`config.mk`:
```
export PLATFORM = sky130hd
export DESIGN_NAME = prog_timer16
export DESIGN_NICKNAME = d
export VERILOG_FILES = /design/src/rtl/ptmr_pkg.sv /design/src/rtl/ptmr_regs.sv /design/src/rtl/ptmr_tick.sv /design/src/rtl/ptmr_core.sv /design/src/rtl/ptmr_irq.sv /design/src/rtl/prog_timer16.sv
export SDC_FILE = /design/constraint.sdc
export NUM_CORES = 1
export LEC_CHECK = 0
export BUFFER_PORTS_ARGS = -buffer_cell sky130_fd_sc_hd__buf_4
export CAP_MARGIN = 20
export CORE_MARGIN = 2
export CORE_UTILIZATION = 45
export CTS_CLUSTER_DIAMETER = 150
export DETAILED_ROUTE_END_ITERATION = 6
export GPL_TIMING_DRIVEN = 0
export SLEW_MARGIN = 10
export SYNTH_ARGS = -nofsm -noshare
export SYNTH_HDL_FRONTEND = slang
export SYNTH_SLANG_ARGS = --single-unit
```
`constraint.sdc`:
```
create_clock -name clk -period 2.29 [get_ports clk]
set_input_delay 0.229 -clock clk [delete_from_list [all_inputs] [get_ports clk]]
set_output_delay 0.229 -clock clk [all_outputs]
set_load 0.01 [all_outputs]
```
`src/rtl/ptmr_pkg.sv`:
```
package ptmr_pkg;
  localparam int CMD_W    = 4;
  localparam int RUN_BIT  = 4;
  localparam int MODE_BIT = 5;
  localparam int SRC_BIT  = 6;

  localparam logic [CMD_W-1:0] CMD_START    = 4'h1;
  localparam logic [CMD_W-1:0] CMD_STOP     = 4'h2;
  localparam logic [CMD_W-1:0] CMD_ONESHOT  = 4'h3;
  localparam logic [CMD_W-1:0] CMD_PERIODIC = 4'h4;
  localparam logic [CMD_W-1:0] CMD_CLK_INT  = 4'h5;
  localparam logic [CMD_W-1:0] CMD_CLK_EXT  = 4'h6;
  localparam logic [CMD_W-1:0] CMD_RESET    = 4'h7;

  // one-hot decoded command strobe, all zero when no valid code was written
  typedef struct packed {
    logic start;
    logic stop;
    logic reset;
    logic oneshot;
    logic periodic;
    logic clk_int;
    logic clk_ext;
  } tmr_cmd_t;
endpackage

```
`src/rtl/ptmr_regs.sv`:
```
module ptmr_regs
  import ptmr_pkg::*;
#(
  parameter int CNT_W  = 16,
  parameter int DATA_W = 8,
  parameter int ADDR_W = 2
) (
  input  logic              clk,
  input  logic              rst_n,
  input  logic              wr_en,
  input  logic [ADDR_W-1:0] wr_addr,
  input  logic [DATA_W-1:0] wr_data,
  output logic [CNT_W-1:0]  reload,
  output tmr_cmd_t          cmd
);
  localparam int BYTES = CNT_W / DATA_W;
  localparam logic [ADDR_W-1:0] CTRL_ADDR = ADDR_W'(BYTES);

  // one byte-wide reload register per address
  for (genvar b = 0; b < BYTES; b++) begin : g_byte
    always_ff @(posedge clk or negedge rst_n) begin
      if (!rst_n) begin
        reload[b*DATA_W +: DATA_W] <= '0;
      end else if (wr_en && wr_addr == ADDR_W'(b)) begin
        reload[b*DATA_W +: DATA_W] <= wr_data;
      end
    end
  end

  // command codes exist only for the write cycle, so nothing is stored
  always_comb begin
    cmd = '0;
    if (wr_en && wr_addr == CTRL_ADDR) begin
      case (wr_data[CMD_W-1:0])
        CMD_START:    cmd.start    = 1'b1;
        CMD_STOP:     cmd.stop     = 1'b1;
        CMD_ONESHOT:  cmd.oneshot  = 1'b1;
        CMD_PERIODIC: cmd.periodic = 1'b1;
        CMD_CLK_INT:  cmd.clk_int  = 1'b1;
        CMD_CLK_EXT:  cmd.clk_ext  = 1'b1;
        CMD_RESET:    cmd.reset    = 1'b1;
        default:      cmd          = '0;
      endcase
    end
  end
endmodule

```
`src/rtl/ptmr_tick.sv`:
```
module ptmr_tick #(
  parameter int SYNC_STAGES = 2
) (
  input  logic clk,
  input  logic rst_n,
  input  logic ext_clk,
  input  logic ext_sel,
  output logic tick
);
  // SYNC_STAGES synchronizer flops followed by one history flop
  logic [SYNC_STAGES:0] shift_q;
  logic                 ext_rise;

  always_ff @(posedge clk or negedge rst_n) begin
    if (!rst_n) shift_q <= '0;
    else        shift_q <= {shift_q[SYNC_STAGES-1:0], ext_clk};
  end

  assign ext_rise = shift_q[SYNC_STAGES-1] & ~shift_q[SYNC_STAGES];
  assign tick     = ext_sel ? ext_rise : 1'b1;
endmodule

```
`src/rtl/ptmr_core.sv`:
```
module ptmr_core
  import ptmr_pkg::*;
#(
  parameter int CNT_W = 16
) (
  input  logic             clk,
  input  logic             rst_n,
  input  tmr_cmd_t         cmd,
  input  logic [CNT_W-1:0] reload,
  input  logic             tick,
  output logic             running,
  output logic             retrig,
  output logic             ext_sel,
  output logic             tmr_out,
  output logic             expire,
  output logic [CNT_W-1:0] cnt_q
);
  localparam logic [CNT_W-1:0] ONE = CNT_W'(1);

  logic halt_cmd;
  logic last;

  assign halt_cmd = cmd.start | cmd.stop | cmd.reset;
  // a load of zero wraps through all ones, so it lasts 2**CNT_W ticks
  assign last     = (cnt_q == ONE);
  assign expire   = running & tick & last & ~halt_cmd;

  always_ff @(posedge clk or negedge rst_n) begin
    if (!rst_n) begin
      cnt_q   <= '0;
      running <= 1'b0;
      retrig  <= 1'b0;
      ext_sel <= 1'b0;
      tmr_out <= 1'b0;
    end else begin
      if (cmd.oneshot)       retrig <= 1'b0;
      else if (cmd.periodic) retrig <= 1'b1;

      if (cmd.clk_int)      ext_sel <= 1'b0;
      else if (cmd.clk_ext) ext_sel <= 1'b1;

      if (cmd.start) begin
        cnt_q   <= reload;
        running <= 1'b1;
        tmr_out <= 1'b0;
      end else if (cmd.stop) begin
        running <= 1'b0;
        tmr_out <= 1'b0;
      end else if (cmd.reset) begin
        cnt_q   <= reload;
        running <= 1'b0;
        tmr_out <= 1'b0;
      end else if (running && tick) begin
        if (last) begin
          if (retrig) begin
            cnt_q   <= reload;
            tmr_out <= ~tmr_out;
          end else begin
            running <= 1'b0;
            tmr_out <= 1'b1;
          end
        end else begin
          cnt_q <= cnt_q - ONE;
        end
      end
    end
  end
endmodule

```
`src/rtl/ptmr_irq.sv`:
```
module ptmr_irq (
  input  logic clk,
  input  logic rst_n,
  input  logic expire,
  input  logic rd_clear,
  input  logic cmd_reset,
  output logic pending
);
  // a new expiry outranks a clear at the same edge
  always_ff @(posedge clk or negedge rst_n) begin
    if (!rst_n)                      pending <= 1'b0;
    else if (expire)                 pending <= 1'b1;
    else if (rd_clear || cmd_reset)  pending <= 1'b0;
  end
endmodule

```
`src/rtl/prog_timer16.sv`:
```
module prog_timer16
  import ptmr_pkg::*;
#(
  parameter int CNT_W       = 16,
  parameter int DATA_W      = 8,
  parameter int SYNC_STAGES = 2,
  parameter int ADDR_W      = $clog2(CNT_W / DATA_W + 2)
) (
  input  logic              clk,
  input  logic              rst_n,
  input  logic              wr_en,
  input  logic [ADDR_W-1:0] wr_addr,
  input  logic [DATA_W-1:0] wr_data,
  input  logic              rd_en,
  input  logic [ADDR_W-1:0] rd_addr,
  output logic [DATA_W-1:0] rd_data,
  input  logic              ext_tmr_clk,
  output logic              tmr_out,
  output logic              tmr_irq
);
  localparam int BYTES = CNT_W / DATA_W;
  localparam logic [ADDR_W-1:0] CTRL_ADDR = ADDR_W'(BYTES);
  localparam logic [ADDR_W-1:0] STAT_ADDR = ADDR_W'(BYTES + 1);

  logic [CNT_W-1:0] reload;
  logic [CNT_W-1:0] cnt_q;
  tmr_cmd_t         cmd;
  logic             tick, running, retrig, ext_sel, expire, rd_clear;

  ptmr_regs #(.CNT_W(CNT_W), .DATA_W(DATA_W), .ADDR_W(ADDR_W)) u_regs (
    .clk(clk), .rst_n(rst_n), .wr_en(wr_en), .wr_addr(wr_addr),
    .wr_data(wr_data), .reload(reload), .cmd(cmd)
  );

  ptmr_tick #(.SYNC_STAGES(SYNC_STAGES)) u_tick (
    .clk(clk), .rst_n(rst_n), .ext_clk(ext_tmr_clk), .ext_sel(ext_sel), .tick(tick)
  );

  ptmr_core #(.CNT_W(CNT_W)) u_core (
    .clk(clk), .rst_n(rst_n), .cmd(cmd), .reload(reload), .tick(tick),
    .running(running), .retrig(retrig), .ext_sel(ext_sel),
    .tmr_out(tmr_out), .expire(expire), .cnt_q(cnt_q)
  );

  assign rd_clear = rd_en && (rd_addr == STAT_ADDR);

  ptmr_irq u_irq (
    .clk(clk), .rst_n(rst_n), .expire(expire), .rd_clear(rd_clear),
    .cmd_reset(cmd.reset), .pending(tmr_irq)
  );

  always_comb begin
    rd_data = '0;
    for (int b = 0; b < BYTES; b++) begin
      if (rd_addr == ADDR_W'(b)) rd_data = reload[b*DATA_W +: DATA_W];
    end
    if (rd_addr == CTRL_ADDR) begin
      rd_data[RUN_BIT]  = running;
      rd_data[MODE_BIT] = retrig;
      rd_data[SRC_BIT]  = ext_sel;
    end
    if (rd_addr == STAT_ADDR) rd_data[0] = tmr_irq;
  end
endmodule

```
==> results of run 1 <==
## synth_stat cells (2+ instances only)
cell        n
a211oi_1    7
a21oi_1     3
a22o_1      3
a22oi_1     2
a2bb2oi_1   6
a2bb2oi_2   2
a31oi_1     4
buf_2       4
buf_4       2
buf_6       3
clkbuf_1    2
clkbuf_8    2
dfrtp_1    40
ha_1        2
inv_1      10
mux2_2     17
mux2i_1    14
nand2_1    19
nand2b_1    3
nand3_1    10
nand3b_1    2
nand4_1     3
nor2_1     15
nor3_1      3
nor3b_1     3
nor4_1      2
nor4_4      4
o211a_1     3
o211ai_1    3
o21ai_0     4
o21ai_1     3
o22ai_1     8
o2bb2ai_1   2
## cell usage in the layout (no fill, tap or decap), types with 3 or more instances in the layout
| master | count |
|---|---|
| o211a_1 | 3 |
| nor2_1 | 15 |
| buf_6 | 3 |
| a211oi_1 | 7 |
| nor4_4 | 4 |
| nor3b_1 | 3 |
| buf_4 | 26 |
| mux2_2 | 17 |
| a21oi_1 | 3 |
| inv_1 | 10 |
| a2bb2oi_1 | 6 |
| clkbuf_8 | 7 |
| nand2b_1 | 3 |
| o21ai_1 | 3 |
| dfrtp_1 | 40 |
| a22o_1 | 3 |
| o21ai_0 | 4 |
| buf_2 | 4 |
| nand3_1 | 10 |
| o22ai_1 | 8 |
| a31oi_1 | 4 |
| nand2_1 | 19 |
| mux2i_1 | 14 |
| o211ai_1 | 3 |
| nor3_1 | 3 |
| nand4_1 | 3 |
## power groups by stage
stage / sequential (W) / combinational [W] / clock [W]
after floorplan: 0.000966 / 0.000497 / 0
after global placement: 0.00102 / 0.000657 / 0
after detailed placement: 0.00102 / 0.000660 / 0
after CTS: 0.00101 / 0.000666 / 0.000603
after global routing: 0.00103 / 0.000729 / 0.000635
final: 0.00101 / 0.000661 / 0.000590
## layout make-up
class | instances | area, um^2
clock buffer | 5 | 68.82
tap | 72 | 90.09
timing repair buffer | 25 | 190.2
fill | 487 | 2537
inverter | 10 | 37.54
multi-input combinational | 172 | 1368
buffer | 13 | 103.9
clock inverter | 3 | 42.54
sequential | 40 | 1001
## kinds of logic (layout without fill, tap and decap cells)
group / after synthesis / after routing / share of synthesized area
compound gates: 60 / 60 / 0.1929
xor+xnor: 1 / 1 / 0.006482
fa+ha+maj: 2 / 2 / 0.009968
buf+inv: 23 / 56 / 0.05633
flops: 40 / 40 / 0.3988
mux: 31 / 31 / 0.1321
simple gates: 78 / 78 / 0.2034
## state kept, by name (all words and copies together) (netlist names)
| name | count |
|---|---|
| u_core.running | 1 |
| u_core.tmr_out | 1 |
| u_core.retrig | 1 |
| u_core.cnt_q | 16 |
| u_irq.pending | 1 |
| u_regs.reload | 16 |
| u_core.ext_sel | 1 |
| u_tick.shift_q | 3 |
## per-stage QoR
stage	setup WS [ns]	util	std cells	power, W
4_1_cts	0.1304	0.5335	340	0.002277
3_3_place_gp	0.08681	0.5112	331	0.001675
5_1_grt	0.02050	0.5335	340	0.002395
3_5_place_dp	0.1680	0.5112	331	0.001680
2_1_floorplan	0.3939	-	235	0.001463
6_report	0.1204	0.5335	340	0.002261
## worst register-to-register path: cells and delay by family (launching register included)
kind,cells,cell delay (ns)
AND/OR/NAND/NOR,3,0.81
flip-flops,1,0.39
buffers and inverters,2,0.28
AO/OA/AOI/OAI,2,0.39
adder cells (fa/ha/maj),1,0.18
## path summary, 6_finish.rpt
kind,start,slack [ns],depth (start not counted),endpoint
setup / recovery,u_core.cnt_q[1]$_DFFE_PN0P_,0.12,8,u_core.cnt_q[5]$_DFFE_PN0P_
hold / removal,ext_tmr_clk,0.04,1,u_tick.shift_q[0]$_DFF_PN0_
setup reg to reg,u_core.cnt_q[1]$_DFFE_PN0P_,0.12,8,u_core.cnt_q[5]$_DFFE_PN0P_
hold reg to reg,u_tick.shift_q[0]$_DFF_PN0_,0.35,0,u_tick.shift_q[1]$_DFF_PN0_
max in group asynchronous,rst_n,1.47,2,u_tick.shift_q[0]$_DFF_PN0_
min in group asynchronous,rst_n,0.45,2,u_core.cnt_q[4]$_DFFE_PN0P_
## metal layers
layer | GRT usage | vias up | wire [um]
met2 | 0.3521 | 64 | 2850
met5 | 0 | - | 0
li1 | - | 958 | -
met4 | 0.07018 | 0 | 76
met1 | 0.3036 | 966 | 2890
met3 | 0.05172 | 7 | 433
## repair_timing
action,4_1_cts,5_1_grt
hold buffers,1,0
gates resized for setup,0,0
endpoints found under the hold margin,40,0
==> results.yml, run 1 <==
logic_synthesis:
  ys.flop_type: "dfrtp_1"
  synth_warnings: 0
  syn_inst: 235
  async_flop_share: 1.000
  synth_area_leaders: "dfrtp_1 40%, mux2_2 7.6%, mux2i_1 5.6%, nor4_4 3.4%, nand2_1 2.8%"
  ys_ff_latch: 40
  synth_nets: 254
  synth_edf_count: 0
  synth_area_um2: 2510
  syn_avg_cell_area_um2: 10.68
  synth_top_area_share: 0.3988
  yosysSeqAreaShare: 0.3988
  synth_cell_type_count: 58
  yosysTopAreaCell: "dfrtp_1"
power_and_ir_drop:
  pwr-share-clk: 0.261
  p_leak_nw: 1.317
  p_sw_w: 0.0007699
  p_sw_frac: 0.3406
  pwr-share-comb: 0.293
  p_per_area_nw_per_um2: 779.1
  internal_power_w: 0.001491
  seq_power_share: 0.447
  peakVddDrop_mv: 0.3223
clock_tree:
  cts_tree: "done"
  post_cts_buffers: 0
  clock_sinks: 40
  numCtsBuffers: 5
  clk_pin_slew_ns: 0.08
  root_buffer: "clkbuf_8"
  clock_latency_ns: 0.30
  clk_path_buf_depth: 2
  htreeDepth: 2
timing:
  worst_slew_pin_slew_ns: 0.6564
  slew_violations: 0
  holdWs_ns: 0.03705
  hold_violations: 0
  skew_ns: 0.003216
  fin_crit_ns: 2.170
  fin_crit_sh: 0.9474
  final-setup-viol-count: 0
  relSlewSlack: 0.5605
  rsz0062_at_grt: "no"
  fin_tns_setup_ns: 0
  max_clock_freq_mhz: 460.9
critical_path:
  slowest_delay_ns: 0.39
  crit_chain: "inv_1 -> ha_1 -> nor4b_1 -> nand4_2 -> a31o_1 -> buf_2 -> nand2_1 -> o22ai_1"
  cp_top_family: "simple AND/OR/NAND/NOR gates"
  cp.arrival_ns: 2.35
  critPathMaxFanout: 10
  path_class: "register to register"
  cp-start-kind: "register"
  cp.buffers_inverters: 2
  cpMaxStageDelayCell: "dfrtp_1"
  end_kind: "register"
  required_ns: 2.47
floorplan:
  rows: 27
  core_um2: 5439
  start_util: 0.4615
  ios: 27
  die_width_um: 78.69
  dieArea_um2: 6191
  die_y_um: 78.69
drt:
  vias: 1995
  first_pass_iters: 4
  dr.first_iter.drc_count: 191
  ant_nets: 0
  drt_wl_total_um: 6251
  avgViaCountPerCell: 5.868
  wl_per_cell_um: 18.39
  drc_errors: 0
global_route:
  grt_usage: 0.2231
  grt_pass1_vias: 2016
  grt-ovfl-total: 0
  antenna_found_initial: 0
  grt_max_degree: 41
  grt_pass1_wl_um: 10570
placed_design:
  place_hpwl_um: 4443
  port_buffers: 24
  placed_cell_area_um2: 2780
  gp_congestion: 0.8594
layout:
  num_antenna_cells: 0
  layout.nets: 286
  drive_gt1_frac: 0.2948
  final_area_um2: 2902
  area_delta_synth_final_pct: 15.60
flow_run:
  maxCapViolations: 0
hold_path:
  min_path_type: "input port to register"
status:
  status: "complete, no violations"
No activity file was read; power rests on OpenSTA's default activity.
==> run 2, diff against run 1 <==
BUFFER_PORTS_ARGS = unset   (was -buffer_cell sky130_fd_sc_hd__buf_4)
DONT_BUFFER_PORTS = 1   (was unset)
==> results.yml, run 2 (synthesis results as in run 1) <==
layout:
  reg.largest.list: "u_core.cnt_q: 16 flops, u_regs.reload: 16 flops, u_tick.shift_q: 3 flops"
  layout.nets: 264
  fillers: 531
  area_delta_synth_final_pct: 9.870
  layout_commonest_cell: "dfrtp_1"
  num_antenna_cells: 0
  final_cell_mix: "40 x dfrtp_1, 19 x nand2_1, 17 x mux2_2"
  drive_gt1_frac: 0.2317
  final_area_um2: 2758
timing:
  hold_violations: 0
  timing.final.ws_setup_ns: 0.1586
  fin_crit_sh: 0.9307
  skew_ns: 0.007455
  rsz0062_at_grt: "no"
  relSlewSlack: 0.5633
  fin_crit_ns: 2.131
  final-setup-viol-count: 0
  worst_slew_pin_slew_ns: 0.6522
  fin_tns_setup_ns: 0
  max_clock_freq_mhz: 469.2
  slew_violations: 0
clock_tree:
  root_buffer: "clkbuf_8"
  htreeDepth: 2
  clk_path_buf_depth: 2
  clock_sinks: 40
  numCtsBuffers: 5
  clock_latency_ns: 0.30
  post_cts_buffers: 0
  cts_tree: "done"
  clk_pin_slew_ns: 0.09
hold_path:
  min_path_type: "input port to register"
placed_design:
  placed_cell_area_um2: 2600
  place_worst_setup_slack_ns: 0.1433
  port_buffers: 0
  gp_congestion: 0.8939
  place_hpwl_um: 4411
critical_path:
  required_ns: 2.52
  crit_start: "u_core.cnt_q[1]$_DFFE_PN0P_"
  critPathMaxFanout: 10
  end_kind: "register"
  reg2reg_to: "u_core.cnt_q[15]$_DFFE_PN0P_"
  worstReg2RegStart: "u_core.cnt_q[1]$_DFFE_PN0P_"
  critPathCapture: "u_core.cnt_q[15]$_DFFE_PN0P_"
  reg2reg_depth: 8
  path_class: "register to register"
  cp.arrival_ns: 2.36
  cp-start-kind: "register"
  reg2reg_setup_slack_ns: 0.16
drt:
  first_pass_iters: 4
  drt_wl_total_um: 6156
  drc_errors: 0
  dr.first_iter.drc_count: 138
  ant_nets: 0
  avgViaCountPerCell: 6.075
  wl_per_cell_um: 19.36
  vias: 1932
floorplan:
  core_um2: 5439
  start_util: 0.4615
  die_y_um: 78.69
  die_width_um: 78.69
  ios: 27
  dieArea_um2: 6191
  rows: 27
global_route:
  grt-ovfl-total: 0
  grt_pass1_wl_um: 10450
  antenna_found_initial: 0
  grt_pass1_vias: 1964
  grt_usage: 0.2212
  grt_max_degree: 41
power_and_ir_drop:
  p_leak_nw: 1.222
  peakVddDrop_mv: 0.4171
  p_per_area_nw_per_um2: 802.4
status:
  status: "complete, no violations"
flow_run:
  maxCapViolations: 0
==> run 2: cell types whose count changed in the layout (fill, tap and decap cells not counted), sizes merged <==
cell	previous run	this run
dlygate4sd3	1	2
buf	33	10
==> run 2: metal layers <==
layer | part of all wire | global-route usage | up-vias
met1 | 0.47 | 0.3141 | 954
met2 | 0.46 | 0.3462 | 57
met5 | 0 | 0 | -
met4 | 0.0083 | 0.05789 | 0
li1 | - | - | 915
met3 | 0.056 | 0.04253 | 6
==> run 2: where the power goes <==
group          switching [W]  leakage [nW]  total (W)  internal [W]
combinational       0.000318         0.686   0.000609      0.000291
clock               0.000270        0.0541   0.000592      0.000323
sequential          0.000173         0.482    0.00101      0.000839
total               0.000760          1.22    0.00221       0.00145
==> run 2: layout make-up <==
cell class	instances	area [um^2]	share of cell area
sequential	40	1001	0.3630
buffer	13	103.9	0.03766
multi-input combinational	172	1374	0.4982
timing repair buffer	3	40.04	0.01452
inverter	10	37.54	0.01361
clock buffer	5	68.82	0.02495
clock inverter	3	42.54	0.01543
tap	72	90.09	0.03267
==> run 2: per-stage QoR <==
stage	hold slack, ns	total power (W)	util	instances
floorplan	-0.06659	0.001463	-	235
global placement	-0.06522	0.001603	0.4780	307
detailed placement	-0.06502	0.001610	0.4780	307
CTS	0.06878	0.002229	0.5059	318
global route	0.06508	0.002347	0.5070	318
finish	0.07272	0.002213	0.5070	318
==> run 2: worst min path at each step <==
stage	startpoint	endpoint	slack [ns]	depth (start not counted)
finish	wr_data[5]	u_regs.reload[13]$_DFFE_PN0P_	0.07	1
global route	wr_data[4]	u_regs.reload[12]$_DFFE_PN0P_	0.07	1
CTS	wr_data[5]	u_regs.reload[13]$_DFFE_PN0P_	0.07	1
detailed placement	rst_n	u_core.cnt_q[4]$_DFFE_PN0P_	-0.07	0
global placement	rst_n	u_core.cnt_q[2]$_DFFE_PN0P_	-0.07	0
floorplan	rst_n	u_core.cnt_q[0]$_DFFE_PN0P_	-0.07	0
==> run 2: timing repair <==
action	in CTS	in global routing
hold buffers	3	0
endpoints found under the setup margin	0	14
gates resized for setup	0	1
hold endpoints to repair	41	0
==> run 2: worst max-delay path, stage by stage, from the launching register on <==
cell and delay, ns:
dfrtp_1 0.39, inv_1 0.08, ha_1 0.20, nor3b_1 0.36, nand4_4 0.23, and2_4 0.23, buf_6 0.14, a211oi_1 0.24
a2bb2oi_1 0.18
